==> config.mk <==
export PLATFORM = sky130hd
export DESIGN_NAME = owner_notify_unit
export DESIGN_NICKNAME = d
export VERILOG_FILES = /design/src/rtl/own_ntf_pkg.sv /design/src/rtl/own_cas_reg.sv /design/src/rtl/stream_en_reg.sv /design/src/rtl/ntf_event_engine.sv /design/src/rtl/owner_notify_unit.sv
export SDC_FILE = /design/constraint.sdc
export NUM_CORES = 1
export LEC_CHECK = 0
export ABC_CLOCK_PERIOD_IN_PS = 19820
export CORE_ASPECT_RATIO = 0.75
export CORE_MARGIN = 1.5
export CORE_UTILIZATION = 47
export DETAILED_ROUTE_END_ITERATION = 8
export GPL_TIMING_DRIVEN = 0
export PLACE_DENSITY_LB_ADDON = 0.1
export SYNTH_ARGS = -nofsm -noshare
export SYNTH_HDL_FRONTEND = slang
export SYNTH_HIERARCHICAL = 1
export SYNTH_SLANG_ARGS = --single-unit
==> constraint.sdc <==
create_clock -name clk -period 19.82 [get_ports clk]
set_input_delay 2.973 -clock clk [delete_from_list [all_inputs] [get_ports clk]]
set_output_delay 2.973 -clock clk [all_outputs]
set_load 0.1 [all_outputs]
==> src/rtl/own_ntf_pkg.sv <==
package own_ntf_pkg;
  localparam int OWN_W  = 64;
  localparam int NODE_W = 16;
  localparam int OFF_W  = OWN_W - NODE_W;
  localparam int NTF_W  = 32;
  localparam logic [OWN_W-1:0] NO_OWNER = {{NODE_W{1'b1}}, {OFF_W{1'b0}}};

  typedef enum logic [1:0] {OP_RD = 2'd0, OP_WR = 2'd1, OP_CAS = 2'd2, OP_RSV = 2'd3} reg_op_e;
  typedef enum logic [1:0] {SEL_OWN = 2'd0, SEL_NTF = 2'd1, SEL_EN = 2'd2, SEL_NONE = 2'd3} reg_sel_e;
endpackage

==> src/rtl/own_cas_reg.sv <==
module own_cas_reg
  import own_ntf_pkg::*;
(
  input  logic             clk,
  input  logic             rst_n,
  input  logic             bus_reset_i,
  input  logic             cas_i,
  input  logic             wr_try_i,
  input  logic [OWN_W-1:0] cmp_i,
  input  logic [OWN_W-1:0] swap_i,
  output logic [OWN_W-1:0] owner_o
);
  logic [OWN_W-1:0] own_q, own_d;
  logic             own_en;

  always_comb begin
    own_en = 1'b0;
    own_d  = own_q;
    if (bus_reset_i) begin
      own_en = 1'b1;
      own_d  = NO_OWNER;
    end else if (cas_i && (own_q == cmp_i)) begin
      own_en = 1'b1;
      own_d  = swap_i;
    end
  end

  always_ff @(posedge clk or negedge rst_n) begin
    if (!rst_n)      own_q <= NO_OWNER;
    else if (own_en) own_q <= own_d;
  end

  assign owner_o = own_q;

  assert_busrst_owner_R1: assert property (@(posedge clk) disable iff (!rst_n)
    bus_reset_i |=> owner_o == NO_OWNER);
  assert_cas_miss_R2: assert property (@(posedge clk) disable iff (!rst_n)
    (cas_i && !bus_reset_i && (cmp_i != owner_o)) |=> owner_o == $past(owner_o));
  assert_plain_write_R3: assert property (@(posedge clk) disable iff (!rst_n)
    (wr_try_i && !bus_reset_i) |=> owner_o == $past(owner_o));
endmodule

==> src/rtl/stream_en_reg.sv <==
module stream_en_reg (
  input  logic clk,
  input  logic rst_n,
  input  logic bus_reset_i,
  input  logic wr_i,
  input  logic nonzero_i,
  output logic run_o
);
  logic run_q, run_d, run_en;

  always_comb begin
    run_en = bus_reset_i | wr_i;
    run_d  = bus_reset_i ? 1'b0 : nonzero_i;
  end

  always_ff @(posedge clk or negedge rst_n) begin
    if (!rst_n)      run_q <= 1'b0;
    else if (run_en) run_q <= run_d;
  end

  assign run_o = run_q;

  assert_busrst_run_R1: assert property (@(posedge clk) disable iff (!rst_n)
    bus_reset_i |=> !run_o);
  assert_run_write_R8: assert property (@(posedge clk) disable iff (!rst_n)
    (wr_i && !bus_reset_i) |=> run_o == $past(nonzero_i));
endmodule

==> src/rtl/ntf_event_engine.sv <==
module ntf_event_engine
  import own_ntf_pkg::*;
#(
  parameter int EVT_W = 32
) (
  input  logic              clk,
  input  logic              rst_n,
  input  logic              bus_reset_i,
  input  logic [EVT_W-1:0]  evt_i,
  input  logic [OWN_W-1:0]  owner_i,
  input  logic              nw_ready_i,
  output logic [NTF_W-1:0]  ntf_o,
  output logic              nw_valid_o,
  output logic [NODE_W-1:0] nw_node_o,
  output logic [OFF_W-1:0]  nw_offset_o,
  output logic [NTF_W-1:0]  nw_data_o
);
  logic [NTF_W-1:0] evt_ext;

  generate
    if (EVT_W < NTF_W) begin : g_pad
      assign evt_ext = {{(NTF_W-EVT_W){1'b0}}, evt_i};
    end else begin : g_cut
      assign evt_ext = evt_i[NTF_W-1:0];
    end
  endgenerate

  logic             has_evt, owner_set, fire;
  logic [NTF_W-1:0] ntf_q, ntf_d;
  logic             vld_q, vld_d;
  logic [OWN_W-1:0] dst_q, dst_d;
  logic [NTF_W-1:0] dat_q, dat_d;
  logic             ld_en;

  always_comb begin
    has_evt   = |evt_ext;
    owner_set = (owner_i != NO_OWNER);
    fire      = vld_q & nw_ready_i;
    ntf_d     = has_evt ? evt_ext : ntf_q;
    ld_en     = 1'b0;
    dst_d     = dst_q;
    dat_d     = dat_q;
    vld_d     = vld_q;
    if (bus_reset_i) begin
      vld_d = 1'b0;
    end else if (has_evt && owner_set) begin
      vld_d = 1'b1;
      ld_en = 1'b1;
      dst_d = owner_i;
      dat_d = evt_ext;
    end else if (fire) begin
      vld_d = 1'b0;
    end
  end

  always_ff @(posedge clk or negedge rst_n) begin
    if (!rst_n) begin
      ntf_q <= '0;
      vld_q <= 1'b0;
      dst_q <= NO_OWNER;
      dat_q <= '0;
    end else begin
      if (has_evt) ntf_q <= ntf_d;
      vld_q <= vld_d;
      if (ld_en) begin
        dst_q <= dst_d;
        dat_q <= dat_d;
      end
    end
  end

  assign ntf_o       = ntf_q;
  assign nw_valid_o  = vld_q;
  assign nw_node_o   = dst_q[OWN_W-1:OFF_W];
  assign nw_offset_o = dst_q[OFF_W-1:0];
  assign nw_data_o   = dat_q;

  assert_replace_R4: assert property (@(posedge clk) disable iff (!rst_n)
    (|evt_i) |=> ntf_o == $past(evt_ext));
  assert_no_owner_quiet_R6: assert property (@(posedge clk) disable iff (!rst_n)
    ((|evt_i) && (owner_i == NO_OWNER) && !nw_valid_o && !bus_reset_i) |=> !nw_valid_o);
  assert_hold_R7: assert property (@(posedge clk) disable iff (!rst_n)
    (nw_valid_o && !nw_ready_i && !bus_reset_i) |=> nw_valid_o);
  assert_cancel_R9: assert property (@(posedge clk) disable iff (!rst_n)
    bus_reset_i |=> !nw_valid_o);
endmodule

==> src/rtl/owner_notify_unit.sv <==
module owner_notify_unit
  import own_ntf_pkg::*;
#(
  parameter int EVT_W = 32
) (
  input  logic              clk,
  input  logic              rst_n,
  input  logic              bus_reset_i,
  input  logic              reg_req_i,
  input  logic [1:0]        reg_op_i,
  input  logic [1:0]        reg_sel_i,
  input  logic [OWN_W-1:0]  reg_wdata_i,
  input  logic [OWN_W-1:0]  reg_cmp_i,
  output logic              reg_rvalid_o,
  output logic [OWN_W-1:0]  reg_rdata_o,
  output logic              reg_err_o,
  input  logic [EVT_W-1:0]  evt_i,
  output logic              nw_valid_o,
  input  logic              nw_ready_i,
  output logic [NODE_W-1:0] nw_node_o,
  output logic [OFF_W-1:0]  nw_offset_o,
  output logic [NTF_W-1:0]  nw_data_o,
  output logic              streams_run_o
);
  // reset: asserted asynchronously, released on a clock edge
  logic [1:0] rst_sync;
  logic       rst_i_n;
  always_ff @(posedge clk or negedge rst_n) begin
    if (!rst_n) rst_sync <= 2'b00;
    else        rst_sync <= {rst_sync[0], 1'b1};
  end
  assign rst_i_n = rst_sync[1];

  reg_op_e  op;
  reg_sel_e sel;
  assign op  = reg_op_e'(reg_op_i);
  assign sel = reg_sel_e'(reg_sel_i);

  logic             own_cas, own_wr, en_wr, acc_err;
  logic [OWN_W-1:0] owner;
  logic [NTF_W-1:0] ntf;

  always_comb begin
    own_cas = reg_req_i && (op == OP_CAS) && (sel == SEL_OWN);
    own_wr  = reg_req_i && (op == OP_WR)  && (sel == SEL_OWN);
    en_wr   = reg_req_i && (op == OP_WR)  && (sel == SEL_EN);
    unique case (sel)
      SEL_OWN: acc_err = (op == OP_WR) || (op == OP_RSV);
      SEL_NTF: acc_err = (op != OP_RD);
      SEL_EN:  acc_err = (op == OP_CAS) || (op == OP_RSV);
      default: acc_err = 1'b1;
    endcase
  end

  own_cas_reg u_owner (
    .clk(clk), .rst_n(rst_i_n), .bus_reset_i(bus_reset_i),
    .cas_i(own_cas), .wr_try_i(own_wr),
    .cmp_i(reg_cmp_i), .swap_i(reg_wdata_i), .owner_o(owner)
  );

  stream_en_reg u_enable (
    .clk(clk), .rst_n(rst_i_n), .bus_reset_i(bus_reset_i),
    .wr_i(en_wr), .nonzero_i(|reg_wdata_i[NTF_W-1:0]), .run_o(streams_run_o)
  );

  ntf_event_engine #(.EVT_W(EVT_W)) u_events (
    .clk(clk), .rst_n(rst_i_n), .bus_reset_i(bus_reset_i),
    .evt_i(evt_i), .owner_i(owner), .nw_ready_i(nw_ready_i),
    .ntf_o(ntf), .nw_valid_o(nw_valid_o), .nw_node_o(nw_node_o),
    .nw_offset_o(nw_offset_o), .nw_data_o(nw_data_o)
  );

  // response path
  logic             rv_d, er_d;
  logic [OWN_W-1:0] rd_d;
  always_comb begin
    rv_d = reg_req_i;
    er_d = reg_req_i && acc_err;
    rd_d = '0;
    if (reg_req_i && !acc_err) begin
      unique case (sel)
        SEL_OWN: rd_d = owner;
        SEL_NTF: rd_d = {{(OWN_W-NTF_W){1'b0}}, ntf};
        SEL_EN:  rd_d = {{(OWN_W-1){1'b0}}, streams_run_o};
        default: rd_d = '0;
      endcase
    end
  end

  always_ff @(posedge clk or negedge rst_i_n) begin
    if (!rst_i_n) begin
      reg_rvalid_o <= 1'b0;
      reg_err_o    <= 1'b0;
      reg_rdata_o  <= '0;
    end else begin
      reg_rvalid_o <= rv_d;
      reg_err_o    <= er_d;
      if (reg_req_i) reg_rdata_o <= rd_d;
    end
  end

  assert_cas_old_R2: assert property (@(posedge clk) disable iff (!rst_i_n)
    own_cas |=> reg_rdata_o == $past(owner));
  assert_refuse_R10: assert property (@(posedge clk) disable iff (!rst_i_n)
    (reg_req_i && (sel == SEL_NTF) && (op != OP_RD)) |=> reg_err_o);
endmodule

==> flow_metrics.py <==
metrics = {
    "final_layout": {
        "final_cell_area_um2": 16390,
        "synthToLayoutAreaGrowth_pct": 41.60,
        "diodes": 0,
        "final_core_util_pct": 68.03,
        "nets": 1444,
        "num-fill-cells": 1879,
        "drive_above_1_share_pct": 19.04,
    },
    "placed_design": {
        "portBuffers": 332,
        "place_area_um2": 15430,
        "hpwl_mm": 29.65,
        "gp_congestion": 0.8914,
    },
    "global_route": {
        "grt-ovfl-total": 0,
        "antenna_found_initial": 0,
        "grt_max_degree": 73,
        "grt_pass1_vias": 9352,
        "gr-usage-all-layers_pct": 30.55,
        "grt_pass1_wl_mm": 58.29,
    },
    "worst_setup_path": {
        "critPathLaunchType": "input port",
        "reg2reg_slack_ns": 16.49,
        "cp.required_ns": 20.24,
        "crit_type": "input port to register",
        "r2r_end": "u_events/dst_q[2]$_DFFE_PN0P_",
        "reg2regPathDepth": 6,
        "endpoint_kind": "register",
        "cp.arrival_ns": 6.12,
        "timing.rr.start": "u_owner/owner_o[58]$_DFFE_PN1P_",
        "critPathMaxFanout": 10,
    },
    "sta": {
        "slew_headroom_pct": 21.05,
        "hold_ws_ns": 0.3293,
        "fmax_mhz": 175.3,
        "setup-violations-final": 0,
        "period_minus_slack_ns": 5.703,
        "final.period_utilization_pct": 28.77,
        "hold_viol_final": 0,
        "worst_slew_pin_slew_ns": 1.175,
        "fin_skew_ns": 0.01369,
        "rsz0062_at_grt": "false",
        "drv_slew": 0,
        "setup_tns_ns": 0,
    },
    "clock_tree": {
        "root_buffer": "clkbuf_16",
        "clk_path_buf_depth": 3,
        "hold_buffers": 0,
        "clk_pin_slew_ns": 0.06,
        "numCtsBuffers": 28,
        "cts_setup_buffers": 0,
        "clk_latency_ns": 0.54,
        "tritoncts": "done",
        "ctsResizeCount": 0,
        "htree_levels": 1,
        "cts_num_sinks": 262,
    },
    "min_path": {
        "hp-class": "register to asynchronous set/reset pin",
    },
    "power": {
        "peakVddDrop_uv": 74.73,
        "power_mw": 1.438,
        "p_per_area_nw_per_um2": 87.73,
        "cellLeakagePower_nw": 6.868,
    },
    "die": {
        "die_h_um": 138.9,
        "start_util_pct": 48.04,
        "die_x_um": 184.2,
        "rows": 49,
        "io_pins": 333,
        "die-area_um2": 25590,
        "core_area_um2": 24090,
    },
    "flow_run": {
        "max_cap_violations": 0,
    },
    "yosys": {
        "synth.cell_area_um2": 11580,
        "avgSynthCellArea_um2": 12.73,
        "ys_warn_count": 6,
        "synth_cells": 909,
        "syn-num-nets": 1078,
    },
    "drt": {
        "wire_per_inst_um": 23.71,
        "drc": 0,
        "num_vias": 9356,
        "wirelength_mm": 38.60,
        "drtPass1Iterations": 5,
        "vias_per_cell": 5.747,
        "drt-initial-drc-count": 937,
        "detail-route-antenna-nets": 0,
    },
    "status": {
        "status": "finished, final reports clean",
    },
}
state kept, by name (all words and copies together) (netlist names), 2 cells and up:
| name | count |
|---|---|
| u_events/nw_data_o | 32 |
| u_owner/owner_o | 64 |
| reg_rdata_o | 64 |
| u_events/ntf_o | 32 |
| u_events/dst_q | 64 |
| rst_sync | 2 |
cell usage in the layout, fill, tap and decap left out, types with 31 or more instances in the layout:
master,count
clkdlybuf4s50_1,332
dfrtp_1,229
mux2_2,93
nand3_1,81
o21ai_0,58
a21oi_1,49
xnor2_1,44
a22o_1,35
mux2i_1,33
clkbuf_1,32
a21o_1,32
dfstp_2,32
nor4_1,31
critical path: stages:
cell             delay, ns
clkdlybuf4s50_1       0.62
nor4_1                0.10
nand4_1               0.21
nor2_1                0.19
nor3_1                0.97
clkbuf_1              0.63
mux2_2                0.41
cell type report:
class	count	area, µm²	area share, %
Multi-Input combinational cell	569	4513	27.53
Timing Repair Buffer	336	3433	20.94
Inverter	16	60.06	0.3664
Sequential cell	262	6600	40.26
Clock inverter	10	110.1	0.6717
Buffer	62	406.6	2.481
Tap cell	331	414.1	2.527
Clock buffer	42	854.6	5.213
worst max-delay path by stage:
stage	from	slack, ns	end
detailed placement	evt_i[0]	13.73	u_events/nw_data_o[30]$_DFFE_PN0P_
finish	evt_i[0]	14.12	u_events/dst_q[2]$_DFFE_PN0P_
global route	evt_i[0]	14.09	u_events/nw_data_o[30]$_DFFE_PN0P_
CTS	evt_i[0]	14.29	u_events/nw_data_o[30]$_DFFE_PN0P_
floorplan	rst_sync[1]$_DFF_PN0_	12.03	reg_err_o$_DFF_PN0_
global placement	rst_sync[1]$_DFF_PN0_	9.01	u_events/nw_data_o[11]$_DFFE_PN0P_
stage by stage:
step                setup slack [ns]  std cells
finish                         14.12       1628
global route                   14.09       1628
CTS                            14.29       1628
detailed placement             13.73       1576
global placement               9.005       1572
floorplan                      12.03        909
per-layer routing:
metal	wire length, µm	part of all wire (%)	vias up	global-route usage [%]
li1	-	-	4123	-
met4	895	2.3	0	7.895
met3	3614	9.4	56	7.668
met1	17430	45	4716	46.08
met2	16660	43	461	43.84
met5	0	0	-	0
power breakdown:
part           leakage, nW  total [mW]  switching [mW]  internal [mW]
sequential            3.39       0.580          0.0157          0.565
clock                0.475       0.537           0.213          0.324
combinational         3.01       0.320           0.225         0.0957
(Power assumes the default switching activity.)
